$ cat config.mk
export PLATFORM = sky130hd
export DESIGN_NAME = region_guard
export DESIGN_NICKNAME = d
export VERILOG_FILES = /design/src/rtl/region_guard.sv
export SDC_FILE = /design/constraint.sdc
export NUM_CORES = 1
export LEC_CHECK = 0
export BUFFER_PORTS_ARGS = -buffer_cell sky130_fd_sc_hd__clkbuf_2
export CAP_MARGIN = 0
export CELL_PAD_IN_SITES_DETAIL_PLACEMENT = 2
export CELL_PAD_IN_SITES_GLOBAL_PLACEMENT = 2
export CORE_ASPECT_RATIO = 0.75
export CORE_MARGIN = 2
export CORE_UTILIZATION = 43
export DETAILED_ROUTE_END_ITERATION = 12
export PLACE_DENSITY_LB_ADDON = 0.15
export SYNTH_ARGS = -nofsm -noshare
export SYNTH_HDL_FRONTEND = slang
export SYNTH_SLANG_ARGS = --single-unit
$ cat constraint.sdc
create_clock -name clk -period 6.2 [get_ports clk]
set_input_delay 1.24 -clock clk [delete_from_list [all_inputs] [get_ports clk]]
set_output_delay 1.24 -clock clk [all_outputs]
set_load 0.01 [all_outputs]
$ cat src/rtl/region_guard.sv
module region_guard #(
  parameter int AW   = 32,
  parameter int NREG = 8
) (
  input  logic          clk,
  input  logic          rst_n,
  input  logic          req_valid,
  input  logic [1:0]    req_kind,
  input  logic [AW-1:0] req_addr,
  input  logic [AW-1:0] req_wdata,
  input  logic          req_user,
  input  logic          req_boot,
  output logic          rsp_valid,
  output logic          rsp_allow,
  output logic          rsp_trap,
  output logic [2:0]    rsp_cause
);
  localparam int IW = (NREG > 1) ? $clog2(NREG) : 1;

  localparam logic [2:0] C_NONE = 3'd0, C_NULL = 3'd1, C_PRIV = 3'd2,
                         C_RO = 3'd3, C_NX = 3'd4, C_MISS = 3'd5, C_CFG = 3'd6;

  logic [AW-1:0] lo_q [NREG];
  logic [AW-1:0] hi_q [NREG];
  logic [3:0]    at_q [NREG];
  logic [NREG-1:0] hit;
  logic [IW-1:0]   sel;
  logic [3:0]      sel_at;
  logic [2:0]      cause;

  wire is_cfg  = (req_kind == 2'd3);
  wire low_pg  = ~|req_addr[AW-1:4] & ~req_boot;
  wire cfg_ok  = req_valid & is_cfg & ~req_user;
  wire [IW-1:0] cfg_idx = req_addr[2 +: IW];
  wire [1:0]    cfg_fld = req_addr[9:8];

  genvar g;
  generate
    for (g = 0; g < NREG; g++) begin : g_win
      assign hit[g] = at_q[g][0] & (req_addr >= lo_q[g]) & (req_addr <= hi_q[g]);

      always_ff @(posedge clk) begin
        if (!rst_n) begin
          lo_q[g] <= '0;
          hi_q[g] <= '0;
          at_q[g] <= '0;
        end else if (cfg_ok && cfg_idx == IW'(g)) begin
          if (cfg_fld == 2'd0) lo_q[g] <= req_wdata;
          if (cfg_fld == 2'd1) hi_q[g] <= req_wdata;
          if (cfg_fld == 2'd2) at_q[g] <= req_wdata[3:0];
        end
      end
    end
  endgenerate

  always_comb begin
    sel = '0;
    for (int i = NREG - 1; i >= 0; i--)
      if (hit[i]) sel = IW'(i);
  end

  assign sel_at = at_q[sel];

  always_comb begin
    cause = C_NONE;
    if (is_cfg) begin
      if (req_user) cause = C_CFG;
    end else if (low_pg)                        cause = C_NULL;
    else if (~|hit)                             cause = C_MISS;
    else if (req_user && !sel_at[1])            cause = C_PRIV;
    else if (req_kind == 2'd1 && !sel_at[2])    cause = C_RO;
    else if (req_kind == 2'd2 && !sel_at[3])    cause = C_NX;
  end

  always_ff @(posedge clk) begin
    if (!rst_n) begin
      rsp_valid <= 1'b0;
      rsp_allow <= 1'b0;
      rsp_trap  <= 1'b0;
      rsp_cause <= '0;
    end else begin
      rsp_valid <= req_valid;
      rsp_allow <= req_valid & (cause == C_NONE);
      rsp_trap  <= req_valid & (cause != C_NONE);
      rsp_cause <= req_valid ? cause : 3'd0;
    end
  end

  AST_ONE_CYCLE: assert property (@(posedge clk) disable iff (!rst_n)
    req_valid |=> rsp_valid);
  AST_IDLE_QUIET: assert property (@(posedge clk) disable iff (!rst_n)
    !req_valid |=> !rsp_allow && !rsp_trap && rsp_cause == 3'd0);
  AST_ONE_VERDICT: assert property (@(posedge clk) disable iff (!rst_n)
    rsp_valid |-> $countones({rsp_allow, rsp_trap}) == 1);
  AST_ALLOW_ZERO: assert property (@(posedge clk) disable iff (!rst_n)
    rsp_allow |-> rsp_cause == 3'd0);
  AST_LOW_PAGE: assert property (@(posedge clk) disable iff (!rst_n)
    req_valid && req_kind != 2'd3 && req_addr < AW'(16) && !req_boot
      |=> rsp_trap && rsp_cause == 3'd1);
  AST_USER_CFG: assert property (@(posedge clk) disable iff (!rst_n)
    req_valid && req_kind == 2'd3 && req_user |=> rsp_trap && rsp_cause == 3'd6);
  AST_USER_CFG_KEEP: assert property (@(posedge clk) disable iff (!rst_n)
    req_valid && req_kind == 2'd3 && req_user |=> $stable(at_q[0]) && $stable(lo_q[0]));
endmodule

### Yosys cells after proc, flatten, opt, wreduce, memory -nomap -nowiden

Memories as Yosys holds them, arrays and structs flattened.
Index checks and enable logic that the tools add are counted.
Widths: inputs -> output; s select.

| storage, ports and cells | value |
|---|---|
| register bits | 6 |
| bits in writable memories | 544 |
| bits of input ports | 71 |
| output and inout port bits | 6 |
| word-level logic and storage cells | 219 |
| memories kept | 3 |

| operators by class | value |
|---|---|
| $lt $le $gt $ge | 16 |
| equality and inequality tests | 12 |
| mux-type cells | 115 |
| bitwise operators | 47 |
| reduce and logical (&&, ||, !) cells | 22 |

Memory list:

| memory | words | width | read ports | clocked after memory_dff | wr ports | line | text |
|---|---|---|---|---|---|---|---|
| hi_q | 8 | 32 | 8 | 0 | 8 | 24 | `logic [AW-1:0] hi_q [NREG];` |
| lo_q | 8 | 32 | 8 | 0 | 8 | 23 | `logic [AW-1:0] lo_q [NREG];` |
| at_q | 8 | 4 | 9 | 0 | 8 | 25 | `logic [3:0] at_q [NREG];` |

Operators by type and width:

| cell | count |
|---|---|
| $mux 32 | 16 |
| $ge 32x32->1 | 8 |
| $le 32x32->1 | 8 |
| $mux 1 | 76 |
| $mux 3 | 15 |
| $mux 4 | 8 |
| $reduce_or 28->1 | 1 |
| $or 1x1->1 | 24 |
| $and 1x1->1 | 21 |
| $eq 3x3->1 const B | 4 |
| $logic_and 1x1->1 | 11 |
| $reduce_or 8->1 | 1 |
| $eq 2x2->1 const B | 3 |
| $eq 3x2->1 const B | 2 |
| $logic_not 3->1 | 2 |
| $eq 2x1->1 const B | 2 |
| $logic_not 1->1 | 4 |
| $eq 3x1->1 const B | 1 |
| $reduce_bool 3->1 | 1 |
| $logic_not 2->1 | 1 |
| $not 1->1 | 2 |
| $reduce_and 2->1 | 1 |

### Longest topological paths before layout

An unclocked memory read counts as a cell.

| depth | value |
|---|---|
| word-level depth | 22 |
| depth in mapped cells | 15 |
| mapped depth without buffers | 14 |

### Worst setup path after synthesis

Ideal clock, no wire load.

| timing path | value |
|---|---|
| path kind | input -> register |
| from | input port req_kind[0] |
| to | memory hi_q[0][0] (enable) |
| setup time | 0.466 ns |
| data arrival time | 4.663 ns |
| required time | 5.734 ns |
| setup slack | 1.071 ns |
| stages | 4 |
| path buffers | 0 |
| cell sequence | nand2_1 or4b_2 or3_1 o21ai_0 |

RTL lines:

| element | line | text |
|---|---|---|
| start: declaration | 8 | `input logic [1:0] req_kind,` |
| end: declaration | 24 |  |

### Worst setup path after layout

| timing path | value |
|---|---|
| from | input port req_addr[11] |
| to | register rsp_trap |

| on the way | value |
|---|---|
| longest elaborated chain between the ends | 22 |
| elaborated cells on any way between the ends | 59 |
| classes of those cells | order compare (16); mux (14); bitwise (18); reduce/logical (10); memory (1) |

Ends and longest elaborated chain:

| element | line | text |
|---|---|---|
| start: declaration | 9 | `input logic [AW-1:0] req_addr,` |
| $ge 32x32->1 | 40 | `assign hit[g] = at_q[g][0] & (req_addr >= lo_q[g]) & (req_addr <= hi_q[g]);` |
| $and 1x1->1 (2 in series) | 40 |  |
| $mux 3 (8 in series) | 59 | `if (hit[i]) sel = IW'(i);` |
| $mem_v2 8x4 | -- |  |
| $logic_not 1->1 | 72 | `else if (req_kind == 2'd2 && !sel_at[3]) cause = C_NX;` |
| $logic_and 1x1->1 | 72 |  |
| $mux 3 | 72 |  |
| $mux 3 | 71 | `else if (req_kind == 2'd1 && !sel_at[2]) cause = C_RO;` |
| $mux 3 | 70 | `else if (req_user && !sel_at[1]) cause = C_PRIV;` |
| $mux 3 | 69 | `else if (~\|hit) cause = C_MISS;` |
| $mux 3 (*) | 68 | `end else if (low_pg) cause = C_NULL;` |
| $mux 3 (*) | 66 | `if (is_cfg) begin` |
| $reduce_bool 3->1 (*) | 84 | `rsp_trap <= req_valid & (cause != C_NONE);` |
| $and 1x1->1 (*) | 84 |  |
| end signal: assignment | 84 |  |
| end: declaration | 15 | `output logic rsp_trap,` |

Mark *: on every way between the ends. The rest lies on a longest branch, timed or not.
A chain may end at the register's enable or synchronous reset.

==> results.md <==
* DRC viols at 0
* Final instance area at between 30000 and 40000 um2
* Total Nets Final at 3908
* WP buf/inv at 2
* GP Congestion at between 0.8 and 0.9
* Max Clk Rate at 0.183 GHz
* First-pass GRT wire length at 184000 um
* Post-synthesis mux area share at 0.0769%
* Flops & latches, synth at 550
* Total congestion overflow at 0
* Final hold viol count at 0
* CP delay by family, top: compound AO/OA/AOI/OAI gates
* Placed Cells at 4309
* Largest family of logic cells by synthesized area: adder cells
* DR vias at around 26k
* CP peak stage delay at roughly 1.1 ns
* Area after DPL at 36500 um2
* Later-pin clock latency in the skew report at 0.64 ns
* Syn Inst Count at 3183
* Cell mode on critical path: and2_1
* Slew headroom at approximately 13%
* Hold WS at about 0.96 ns
* Rows at 89
* Port bufs at 76
* Die area at 81800 um2
* Area Growth Syn to Fin at 12.2%
* CORE AREA at 78700 um2
* DR WL/cell at 28.6 um
* Setup Crit Path Kind: input port to flip-flop
* Clock buffer count from CTS at 60
* Max_cap viols at 0
* DIE WIDTH at 330 um
* CTS tree: yes
* Min Clock Period, post-route at 5.46 ns
* Number of cells on the critical path at 15
* Cell at the root of the clock tree: clkbuf_16
* Cts repair resizes at 0
* Pre-Repair DR Iteration Count at 5
* Final period utilization at 88.0%
* Hold Path Cell Cnt at 5
* XOR/XNOR Fraction of Synth Area at 0%
* Maximum buffer depth of the clock tree at 3
* Synth cell types at between 80 and 90
* Worst r2r path cells at 14
* Critical path's slowest cell: o31ai_1
* Setup bufs post-CTS at 0
* Initial antenna violation count at 14
* CP Cell Sequence: clkbuf_2 -> ha_1 -> a21oi_1 -> o21ai_0 -> a221oi_1 -> a21boi_0 -> o31ai_1 -> a22oi_1 -> buf_4 -> and2_1 -> and4_1 -> a221o_1 -> a311oi_1 -> and2_1 -> o31a_1
* Leak at 17.2 nW
* Synth top cells by count: edfxtp_1 (544), and2_1 (524), inv_1 (517)
* Vias in the first global route at 28.4k
* Syn Area/Cell at 10.7 um2
* Worst-Margin Slew at 1.30 ns
* EDFF count, synth at 544
* Tightest Hold Check Type: flip-flop to flip-flop
* Ys async rst share at 0%
* Syn_nets at 3766
* Clock Sinks at between 500 and 600
* PD cells at 245 nW/um2
* Die height at 248 um
* Final clock skew at 0.0157 ns
* Hold buffers post-CTS at 0
* Tot GR Track Use at 30.9%
* Via density at 5.82
* TNS Setup at 0 ns
* Final WL at 126000 um
* Initial Util at 43.4%
* Register area share after synthesis at 48.1%
* RSZ-0062 raised after global routing: false
* CP required at 6.78 ns
* Worst EP arrival at 6.04 ns
* Non-filler cells, final at 4422
* Final setup violation count at 0
* Post-synth top area share at 47.8%
* Largest net degree at the start of global routing at 33
* Antenna viol nets, final at 0
* Layout cell share with drive strength beyond 1 at a little under a tenth
* Worst-path fanout max at 12
* Ys flop type: edfxtp_1
* Clock slew at reported path FFs at 0.07 ns
* Type of origin of the critical path: input port
* Worst Setup End Kind: flip-flop
* Run status: complete, no violations
* Core Util, Final at 48.7%
* Most area-consuming cells after synthesis: edfxtp_1 (48%), ha_1 (19%), and2_1 (9.6%)
* Adder-cell share of the synthesized area at about a fifth
* Ys Warns at 0
* Initial DRC count at 1874
* I/O Pins at 77
* Yosys top cell by area: edfxtp_1
* Fillers at 8013
* Simple-gate share of the synthesized area at 17.2%
* Post-DP HPWL at 89300 um
* Most frequent cell after synthesis: edfxtp_1
* Htree depth at 2
* Complex-gate fraction of the synthesized area at 9.06%
* Max VDD drop at 243 uV
* Slew Viols, Final at 0
* Synth Cell Area at 34200 um2
## per-layer routing
layer | track usage, % | vias up | share of wire (%)
met5 | 0 | - | 0
met4 | 9.24 | 0 | 3.0
met3 | 4.05 | 218 | 5.6
met2 | 52.1 | 701 | 47
met1 | 41.7 | 13400 | 44
li1 | - | 11500 | -
## per-stage QoR
stage                     total power, W  setup slack [ns]
after floorplan                  0.00514              1.07
after global placement           0.00569             0.200
after detailed placement         0.00583             0.168
after CTS                        0.00945             0.763
after global routing             0.00974             0.616
final                            0.00942             0.743
## path summary, 6_finish.rpt
path	end	slack, ns	start
max	rsp_trap	0.74	req_addr[11]
min	rsp_cause[1]	0.96	at_q[5][2]
min reg2reg	rsp_cause[1]	0.96	at_q[5][2]
max reg2reg	rsp_trap	1.51	hi_q[0][39]
## kinds of logic after synthesis
group                      count (synthesis)
and+or+nand+nor                         1016
buffers and inverters                    612
DFF                                      550
adders and majority gates                512
AOI/OAI and AO/OA                        491
muxes                                      2
## cell usage in the layout, fill, tap and decap left out, types with 13 or more instances in the layout
cell       synthesis  routed
nor2_1            72      68
clkinv_1           0      21
nor4_1            17      17
inv_1            517     517
ha_1             512     512
edfxtp_1         544     544
o21ai_4            0      15
a211oi_1          26      26
nand4_1           80      80
clkbuf_16          0      61
o21ai_0          116     100
and4_1            13      13
and2_1           524     524
nand2b_1          20      20
a21oi_1          174     174
nor3_1            26      26
clkbuf_2           0      76
nand2_1          134     134
and3_1            41      41
nand3_1           34      34
a21o_1            30      30
a221oi_1          13      13
buf_4              0      96
nor2b_1           18      18
o211ai_1          17      17
## worst min-delay path: stages (launching register included)
cell      delay (ns)
edfxtp_1        0.35
nand2_1         0.06
a21oi_1         0.14
a311oi_1        0.08
o211ai_1        0.19
a21oi_1         0.08
## flip-flops by register name (all words and copies together) (netlist names)
register,flops
hi_q,256
lo_q,256
at_q,32
rsp_cause,3
rsp_allow,1
rsp_trap,1
rsp_valid,1
## report_power, final
| group | switching, W | internal, W | leakage, nW |
|---|---|---|---|
| clock | 0.00160 | 0.00203 | 0.925 |
| sequential | 0.0000679 | 0.00427 | 5.21 |
| combinational | 0.000973 | 0.000480 | 11.1 |
| total | 0.00264 | 0.00678 | 17.2 |
## final cells by class
class / count / area, um2 / area share, %
clock buffer: 72 / 1570 / 4.09
inverter: 517 / 1940 / 5.06
multi-input combinational: 2021 / 15600 / 40.7
clock inverter: 38 / 314 / 0.819
tap: 1046 / 1310 / 3.41
antenna: 3 / 7.51 / 0.0196
timing repair buffer: 175 / 1160 / 3.03
sequential: 550 / 16500 / 42.9
(Power assumes the default switching activity.)
